## src/rtl/irq_pend_pkg.sv

```systemverilog
package irq_pend_pkg;

    // Delivery state: whether the status word was non-zero last cycle
    typedef enum logic {
        ST_QUIET   = 1'b0,
        ST_PENDING = 1'b1
    } deliv_state_t;

endpackage

```

## src/rtl/irq_status_reg.sv

```systemverilog
module irq_status_reg #(
    parameter int DATA_W = 32,
    parameter int ADDR_W = 8,
    parameter logic [ADDR_W-1:0] RAISE_OFF = 8'h60,
    parameter logic [ADDR_W-1:0] ACK_OFF   = 8'h64,
    parameter logic [DATA_W-1:0] FACT_VAL  = 32'h0000_0001,
    parameter logic [DATA_W-1:0] DMA_VAL   = 32'h0000_0100
) (
    input  logic              clk,
    input  logic              rst_n,
    input  logic              bus_we,
    input  logic [ADDR_W-1:0] bus_addr,
    input  logic [DATA_W-1:0] bus_wdata,
    input  logic              fact_set,
    input  logic              dma_set,
    output logic [DATA_W-1:0] status_q
);

    logic [DATA_W-1:0] set_vec;
    logic [DATA_W-1:0] clr_vec;

    always_comb begin
        set_vec = '0;
        clr_vec = '0;
        if (bus_we && (bus_addr == RAISE_OFF)) begin
            set_vec = bus_wdata;
        end
        if (bus_we && (bus_addr == ACK_OFF)) begin
            clr_vec = bus_wdata;
        end
        if (fact_set) begin
            set_vec = set_vec | FACT_VAL;
        end
        if (dma_set) begin
            set_vec = set_vec | DMA_VAL;
        end
    end

    // One sticky cell per bit; setting takes priority over clearing
    for (genvar i = 0; i < DATA_W; i++) begin : g_bit
        always_ff @(posedge clk or negedge rst_n) begin
            if (!rst_n) begin
                status_q[i] <= 1'b0;
            end else if (set_vec[i]) begin
                status_q[i] <= 1'b1;
            end else if (clr_vec[i]) begin
                status_q[i] <= 1'b0;
            end
        end
    end

endmodule

```

## src/rtl/irq_deliver_fsm.sv

```systemverilog
module irq_deliver_fsm
    import irq_pend_pkg::*;
#(
    parameter int DATA_W = 32
) (
    input  logic              clk,
    input  logic              rst_n,
    input  logic [DATA_W-1:0] status_q,
    input  logic              msg_sel,
    output logic              irq_level,
    output logic              msg_pulse
);

    deliv_state_t state_q;
    deliv_state_t state_d;
    logic         any_pend;

    assign any_pend = |status_q;

    always_ff @(posedge clk or negedge rst_n) begin
        if (!rst_n) begin
            state_q <= ST_QUIET;
        end else begin
            state_q <= state_d;
        end
    end

    always_comb begin
        state_d   = state_q;
        irq_level = 1'b0;
        msg_pulse = 1'b0;
        unique case (state_q)
            ST_QUIET: begin
                irq_level = !msg_sel && any_pend;
                msg_pulse = msg_sel && any_pend;
                if (any_pend) begin
                    state_d = ST_PENDING;
                end
            end
            ST_PENDING: begin
                irq_level = !msg_sel && any_pend;
                if (!any_pend) begin
                    state_d = ST_QUIET;
                end
            end
        endcase
    end

endmodule

```

## src/rtl/irq_pend_ctrl.sv

```systemverilog
module irq_pend_ctrl #(
    parameter int DATA_W = 32,
    parameter int ADDR_W = 8,
    parameter logic [ADDR_W-1:0] STAT_OFF  = 8'h24,
    parameter logic [ADDR_W-1:0] RAISE_OFF = 8'h60,
    parameter logic [ADDR_W-1:0] ACK_OFF   = 8'h64,
    parameter logic [DATA_W-1:0] FACT_VAL  = 32'h0000_0001,
    parameter logic [DATA_W-1:0] DMA_VAL   = 32'h0000_0100
) (
    input  logic              clk,
    input  logic              rst_n,
    input  logic [ADDR_W-1:0] bus_addr,
    input  logic              bus_we,
    input  logic [DATA_W-1:0] bus_wdata,
    output logic [DATA_W-1:0] bus_rdata,
    input  logic              fact_done,
    input  logic              fact_irq_en,
    input  logic              dma_done,
    input  logic              dma_irq_en,
    input  logic              msg_sel,
    output logic              irq_level,
    output logic              msg_pulse
);

    logic [DATA_W-1:0] status_q;
    logic              fact_set;
    logic              dma_set;

    assign fact_set = fact_done && fact_irq_en;
    assign dma_set  = dma_done && dma_irq_en;

    irq_status_reg #(
        .DATA_W   (DATA_W),
        .ADDR_W   (ADDR_W),
        .RAISE_OFF(RAISE_OFF),
        .ACK_OFF  (ACK_OFF),
        .FACT_VAL (FACT_VAL),
        .DMA_VAL  (DMA_VAL)
    ) u_status (
        .clk      (clk),
        .rst_n    (rst_n),
        .bus_we   (bus_we),
        .bus_addr (bus_addr),
        .bus_wdata(bus_wdata),
        .fact_set (fact_set),
        .dma_set  (dma_set),
        .status_q (status_q)
    );

    irq_deliver_fsm #(
        .DATA_W(DATA_W)
    ) u_deliver (
        .clk      (clk),
        .rst_n    (rst_n),
        .status_q (status_q),
        .msg_sel  (msg_sel),
        .irq_level(irq_level),
        .msg_pulse(msg_pulse)
    );

    // Only the status offset is readable
    assign bus_rdata = (bus_addr == STAT_OFF) ? status_q : '0;

endmodule

```

## config.mk

```make
export PLATFORM = sky130hd
export DESIGN_NAME = irq_pend_ctrl
export DESIGN_NICKNAME = d
export VERILOG_FILES = /design/src/rtl/irq_pend_pkg.sv /design/src/rtl/irq_status_reg.sv /design/src/rtl/irq_deliver_fsm.sv /design/src/rtl/irq_pend_ctrl.sv
export SDC_FILE = /design/constraint.sdc
export NUM_CORES = 1
export LEC_CHECK = 0
export ABC_AREA = 1
export BUFFER_PORTS_ARGS = -buffer_cell sky130_fd_sc_hd__buf_2
export CORE_MARGIN = 4
export CORE_UTILIZATION = 35
export CTS_BUF_LIST = sky130_fd_sc_hd__clkbuf_8
export DETAILED_ROUTE_END_ITERATION = 10
export PLACE_DENSITY = 0.76
export SLEW_MARGIN = 20
export SYNTH_ARGS = -nofsm -noshare
export SYNTH_HDL_FRONTEND = slang
export SYNTH_SLANG_ARGS = --single-unit
```

## constraint.sdc

```tcl
create_clock -name clk -period 0.9 [get_ports clk]
set_input_delay 0.09 -clock clk [delete_from_list [all_inputs] [get_ports clk]]
set_output_delay 0.09 -clock clk [all_outputs]
set_load 0.05 [all_outputs]
```

# After elaboration in Yosys (flattened, before gate mapping)
# Index checks and enable logic that the tools add are counted.
[word_totals]
ram_bits = 0
n_memories = 0
inputBits = 48
output_inout_bits = 34
romBits = 0
register_bits = 33
latch_bits = 0
[op_classes]
n_mux = 71
mul = 0
n_bitwise = 0
shifts = 0
addsub = 0
n_eq_ne = 3
div = 0
n_reduce_logical = 40
n_lt_le_gt_ge = 0
[ops]
columns = ["op", "count"]
rows = [
  ["$mux 32", 3],
  ["$mux 1", 67],
  ["$reduce_bool 2->1", 32],
  ["$reduce_or 32->1", 1],
  ["$eq 8x7->1 const B", 2],
  ["$mux 9", 1],
  ["$eq 8x6->1 const B", 1],
  ["$logic_and 1x1->1", 6],
  ["$logic_not 1->1", 1],
]

# Depth between registers and ports, before layout
# Gate-level depths: netlist (run 1).
[logic_depth]
depth_word = 6
ltp_mapped = 9
depth_no_buf = 8

# Cells and area by module
# A second synthesis (run 1) with hierarchy kept.
[unflattened]
cells_unflattened = 310
area_unflattened_um2 = 2189.6
[modules_own_cells]
columns = ["mod", "seq_area_each_um2", "area_per_inst_um2", "cells_per_inst", "n_inst"]
rows = [
  ["irq_status_reg", 800.8, 1596.5, 189, 1],
  ["irq_pend_ctrl", 0.0, 430.4, 84, 1],
  ["irq_deliver_fsm", 25.0, 162.7, 37, 1],
]

# Worst setup path before layout (run 1)
# No wires, ideal clock.
[synth_timing]
kind = "input-to-output"
from = "input bus_addr[4]"
to = "output bus_rdata[10]"
arrival_ns = 1.285
path_buffers = 1
setup_slack_ns = -0.475
stages = 6
path_cell_list = "inv_1 nand2_1 nor3_1 nand3_1 buf_2 nor2_1"
[synth_between]
elab_chain_len = 2
[synth_rtl]
columns = ["item", "line", "text"]
rows = [
  ["start, declared", "irq_pend_ctrl.sv:12", "input logic [ADDR_W-1:0] bus_addr,"],
  ["$eq 8x6->1", "irq_pend_ctrl.sv:62", "assign bus_rdata = (bus_addr == STAT_OFF) ? status_q : '0;"],
  ["$mux 32", "irq_pend_ctrl.sv:62", ""],
  ["end, declared", "irq_pend_ctrl.sv:15", "output logic [DATA_W-1:0] bus_rdata,"],
]
# No other way between the ends.

# Worst setup path after layout (run 1)
[layout_timing]
from = "register u_status.status_q[7]"
to = "output msg_pulse"
[layout_between]
elab_chain_len = 3
[layout_rtl]
columns = ["item", "line", "text"]
rows = [
  ["start, declared", "irq_status_reg.sv:16", "output logic [DATA_W-1:0] status_q"],
  ["start signal, assigned by index", "irq_status_reg.sv:43", "status_q[i] <= 1'b0;"],
  ["start signal, assigned by index", "irq_status_reg.sv:45", "status_q[i] <= 1'b1;"],
  ["start signal, assigned by index", "irq_status_reg.sv:47", "status_q[i] <= 1'b0;"],
  ["$reduce_or 32->1", "irq_deliver_fsm.sv:18", "assign any_pend = |status_q;"],
  ["$logic_and 1x1->1", "irq_deliver_fsm.sv:35", "msg_pulse = msg_sel && any_pend;"],
  ["$mux 1", "irq_deliver_fsm.sv:32", "unique case (state_q)"],
  ["end, declared", "irq_pend_ctrl.sv:22", "output logic msg_pulse"],
]
# No other way between the ends.

==> flow_summary_export.csv, run 1 <==
group,metric,value,unit
sta,setup_viol,47,
route,firstDrtPassIters,4,
cts,htreeDepth,2,
pwr,seq_power_share,47.7,%
cts,numCtsBuffers,5,
grt,grt_pass1_vias,2174,
critical_path,crit_required,0.81,ns
cts,cts_tree,"built",
critical_path,cp-end-kind,"output port",
cts,clockBufferDepth,2,
sta,tightest_slew,0.186,ns
logic_synthesis,synth_nets,343,
pwr,p_sw,949,uW
job,maxCapViolCount,0,
status,violations,"setup timing",
grt,antenna_found_initial,0,
cts,clk_pin_slew,0.07,ns
critical_path,startpoint_type,"register",
die,die_area,6700,um^2
logic_synthesis,ys_seq_area_share,43.3,%
route,final_antenna_net_count,0,
sta,rsz0062_at_grt,"yes",
logic_synthesis,synthTopCellsByCount,"139 x nand2_1, 57 x nor2_1, 41 x inv_1",
logic_synthesis,synth_warnings,0,
place,dp.cells,477,
logic_synthesis,avgSynthCellArea,6.47,um^2
grt,grt_usage,18.7,%
critical_path,path_max_fanout,3,
sta,hold_viol,0,
grt,overflow,0,
route,via_count,2331,
route,dr.first_iter.drc_count,123,
place,dpl_cell_area,2980,um^2
sta,clock_skew,0.00656,ns
finish,layout-drive-gt1-share,54.5,%
logic_synthesis,synth_area_leaders,"dfrtp_1 43%, nand2_1 27%, nor2_1 11%, inv_1 8.1%, buf_6 3.5%",
status,status,"complete, but fails checks",
logic_synthesis,async_flop_share,100,%
finish,n_antenna_cell,0,
logic_synthesis,synth.most_common_cell,"nand2_1",
finish,finalInstanceArea,3840,um^2
critical_path,worstSetupPathType,"register to output port",
pwr,irDropWorstVdd,0.757,mV
sta,drv_slew,0,
place,gp_congestion,0.736,
finish,instances_no_fill,507,
route,drc_errors,0,
route,wl,6880,um
sta,setup_tns,-12.56,ns
pwr,powerDensity,869,nW/um^2
die,io_pins,82,
logic_synthesis,synth_edf_count,0,
grt,grt_max_degree,34,
pwr,power_frac_comb,20.4,%
sta,fmax,649,MHz
route,wl_per_cell,13.6,um
cts,clock_tree.root_cell,"clkbuf_8",
die,coreArea,5200,um^2
cts,clock-sinks,33,
finish,fin_util,73.8,%
finish,final_nets,484,
logic_synthesis,yosysTopAreaCellShare,43.3,%
sta,timing.hold.ws,0.0145,ns
sta,relSlewSlack,87.6,%
hold_path,hold_path.class,"input port to register",
place,port_buffers,81,
die,die_x,81.8,um
pwr,power.share.clock,31.9,%
critical_path,cp.arrival,1.45,ns
critical_path,rrSetupSlack,-0.25,ns
die,die_h,81.8,um
sta,fin_crit,1.54,ns
logic_synthesis,synth_top_area_cell,"dfrtp_1",
grt,grt_pass1_wl,9520,um
pwr,power_leakage,0.00187,uW
logic_synthesis,synth_cells,295,
logic_synthesis,synth_cell_type_count,13,
route,viasPerCell,4.60,
logic_synthesis,synth_flop_cell,"dfrtp_1",
sta,fin_crit_sh,171,%
die,start_util,36.7,%
pwr,p_int,2390,uW
die,rows,26,
place,hpwl,3920,um
logic_synthesis,synth_area,1910,um^2
cts,clock_latency,0.29,ns
finish,num-fill-cells,357,
logic_synthesis,synth_seq_cells,33,
sta,fin_ws,-0.642,ns
pwr,netSwitchingFraction,28.4,%
finish,area_growth,101,%
layout make-up:
| type | instances | area (um^2) | share of cell area [%] |
|---|---|---|---|
| inverter | 42 | 188 | 4.89 |
| tap | 70 | 87.6 | 2.28 |
| sequential | 33 | 826 | 21.5 |
| timing repair buffer | 143 | 1440 | 37.6 |
| clock inverter | 3 | 13.8 | 0.359 |
| multi-input combinational | 211 | 1210 | 31.6 |
| clock buffer | 5 | 68.8 | 1.79 |
metrics by stage:
stage | setup slack (ns) | total power (uW)
finish | -0.642 | 3340
global route | -0.734 | 3510
CTS | -0.666 | 3280
detailed placement | -0.460 | 2170
global placement | -0.431 | 2150
floorplan | -0.199 | 1850
state kept, by name, summed over array words and instances (netlist names):
signal             count
u_deliver.state_q      1
u_status.status_q     32
power by group through the flow:
stage	clock (uW)	sequential [uW]	combinational, uW
3_3_place_gp	0	1610	546
6_report	1070	1590	681
4_1_cts	1090	1590	600
2_1_floorplan	0	1610	234
3_5_place_dp	0	1610	559
5_1_grt	1160	1600	750
routing by layer:
layer  up-vias  routed length, um  global-route usage, %
li1       1138                  -                      -
met1      1099               2580                   21.0
met2        74               3720                   33.8
met3        20                375                   5.15
met4         0                211                   6.64
met5         -                  0                      0
logic make-up (layout without fill, tap and decap cells):
kind of cell / count (synthesis) / in the layout / synth area share, %
and+or+nand+nor: 211 / 211 / 44.1
DFF: 33 / 33 / 43.3
buffers and inverters: 51 / 193 / 12.6
critical path, stage by stage (launching register included):
cell and delay (ns):
dfrtp_1 0.40, nor2_2 0.12, nand2_1 0.06, nor2_1 0.11, nand2_1 0.10, nor2_4 0.19, nor2_4 0.04, buf_6 0.14
cell usage in the layout, fill, tap and decap left out, drive strengths merged:
cell and instances:
nor3 2, inv 43, clkbuf 10, nand3 5
nand2 144, dfrtp 33, buf 137, clkinv 2
nor2 60, dlygate4sd3 1
final timing paths:
check,start,to,depth (start not counted)
min in group asynchronous,rst_n,u_status.status_q[15],3
min reg2reg,u_status.status_q[23],u_status.status_q[23],2
max,u_status.status_q[7],msg_pulse,7
min,bus_wdata[27],u_status.status_q[27],3
max in group asynchronous,rst_n,u_deliver.state_q,3
max reg2reg,u_status.status_q[7],u_deliver.state_q,6
what timing repair did:
item                                    CTS  global route
hold buffers                              1             0
gates resized for setup                 103            55
gates cloned                              3             8
endpoints found under the setup margin   64            66
hold endpoints to repair                 33             0
pin swaps                                10            23
buffers inserted                          4             9
Note: power is estimated with default switching activity, not from simulation.
==> inputs of run 2 (changes only) <==
==> constraint.sdc (replaced) <==
create_clock -name clk -period 0.9 [get_ports clk]
set_input_delay 0 -clock clk [delete_from_list [all_inputs] [get_ports clk]]
set_output_delay 0 -clock clk [all_outputs]
set_load 0.05 [all_outputs]
==> flow_summary_export.csv, run 2 (synthesis gave the netlist of run 1 again) <==
group,metric,value,unit
status,status,"complete, but fails checks",
status,violations,"setup timing",
place,hpwl,4130,um
critical_path,worstSetupPathType,"register to output port",
sta,tightest_slew,0.433,ns
die,die_area,6700,um^2
finish,final_cell_mix,"93 x nand2_1, 46 x buf_2, 36 x nor2_4",
cts,clk_pin_slew,0.07,ns
finish,final-seq-area,826,um^2
die,start_util,36.7,%
grt,antenna_found_initial,0,
critical_path,endpoint,"irq_level",
sta,clock_skew,0.00360,ns
die,io_pins,82,
grt,grt_max_degree,34,
cts,clock_tree.root_cell,"clkbuf_8",
hold_path,holdPathStages,5,
place,dpl_cell_area,2760,um^2
sta,hold_viol,0,
sta,fin_ws,-0.615,ns
finish,final_common_cell,"nand2_1",
cts,clock_latency,0.28,ns
cts,clock-sinks,33,
critical_path,cp-startpoint,"u_status.status_q[16]",
cts,htreeDepth,2,
route,dr.first_iter.drc_count,141,
die,rows,26,
critical_path,rrSetupSlack,-0.29,ns
job,maxCapViolCount,0,
finish,top_regs,"u_status.status_q (32), u_deliver.state_q (1)",
critical_path,regToRegEndpoint,"u_deliver.state_q",
finish,top_register,"u_status.status_q",
sta,relSlewSlack,71.2,%
route,final_antenna_net_count,0,
route,viasPerCell,4.72,
place,gp_congestion,0.764,
pwr,powerDensity,855,nW/um^2
grt,grt_pass1_wl,11200,um
die,die_x,81.8,um
critical_path,path_max_fanout,3,
critical_path,r2r_cells,6,
finish,multi_input_area,1360,um^2
finish,num-fill-cells,296,
sta,setup_tns,-9.38,ns
die,coreArea,5200,um^2
grt,overflow,0,
route,firstDrtPassIters,4,
finish,fin_util,82.2,%
finish,n_antenna_cell,0,
finish,layout-drive-gt1-share,59.1,%
route,wl,8840,um
route,wl_per_cell,16.6,um
critical_path,cp.arrival,1.51,ns
cts,cts_tree,"built",
critical_path,cp-end-kind,"output port",
finish,area_growth,124,%
grt,grt_pass1_vias,2521,
hold_path,hold_path.class,"input port to register",
finish,largest_reg_flops,32,
sta,fmax,660,MHz
sta,setup_viol,66,
finish,finalInstanceArea,4280,um^2
pwr,irDropWorstVdd,0.661,mV
sta,fin_crit,1.51,ns
pwr,power_leakage,0.00212,uW
route,drc_errors,0,
grt,grt_usage,21.8,%
sta,fin_crit_sh,168,%
sta,rsz0062_at_grt,"yes",
critical_path,r2r-start,"u_status.status_q[16]",
route,via_count,2512,
cts,clockBufferDepth,2,
place,post-place-ws,-0.349,ns
critical_path,startpoint_type,"register",
die,die_h,81.8,um
critical_path,crit_required,0.90,ns
place,port_buffers,81,
pwr,finalPower,3660,uW
hold_path,hold_path.startpoint,"dma_irq_en",
sta,drv_slew,0,
cts,numCtsBuffers,5,
finish,final_nets,509,
[run 2: cell type report]
cell class,count,area share [%]
Tap cell,70,2.05
Clock inverter,1,0.117
Clock buffer,7,2.25
Timing Repair Buffer,168,40.4
Sequential cell,33,19.3
Multi-Input combinational cell,211,31.8
Inverter,42,4.15
[run 2: what timing repair did]
item                                    CTS  global route
setup buffers                            11            13
endpoints found under the hold margin    64             0
gates cloned                              3             6
hold buffers                             33             0
pin swaps                                32            60
gates resized for setup                 127           136
endpoints found under the setup margin   35            67
[run 2: power by group]
part	leakage (uW)	internal [uW]	total (uW)	switching (uW)
clock	0.0000542	691	1220	531
sequential	0.000440	1550	1600	52.0
combinational	0.00163	408	839	431
total	0.00212	2650	3660	1010
[run 2: worst min-delay path by stage]
stage / endpoint
2_1_floorplan: u_deliver.state_q
3_3_place_gp: u_status.status_q[25]
4_1_cts: u_status.status_q[0]
5_1_grt: u_status.status_q[8]
6_report: u_status.status_q[8]
3_5_place_dp: u_status.status_q[25]
[run 2: worst max-delay path, cell delays in order (launching register included)]
cell and delay, ns:
dfrtp_1 0.42, nor2_2 0.17, nand2_1 0.09, nor2_2 0.10, nand2_2 0.07, nor2_4 0.16, nor2_2 0.07, buf_6 0.15
[run 2: through the flow]
| stage | hold WS, ns | instances |
|---|---|---|
| after CTS | 0.00391 | 522 |
| after global routing | 0.0758 | 532 |
| final | 0.0501 | 532 |
| after detailed placement | 0.0489 | 475 |
| after floorplan | -0.296 | 295 |
| after global placement | 0.0438 | 475 |
[run 2: metal layers]
metal  global-route usage, %  part of all wire [%]  vias up
li1                        -                     -     1188
met1                    24.0                    35     1189
met2                    42.9                    55      106
met3                    3.95                   6.5       29
met4                    4.98                   3.7        0
met5                       0                     0        -
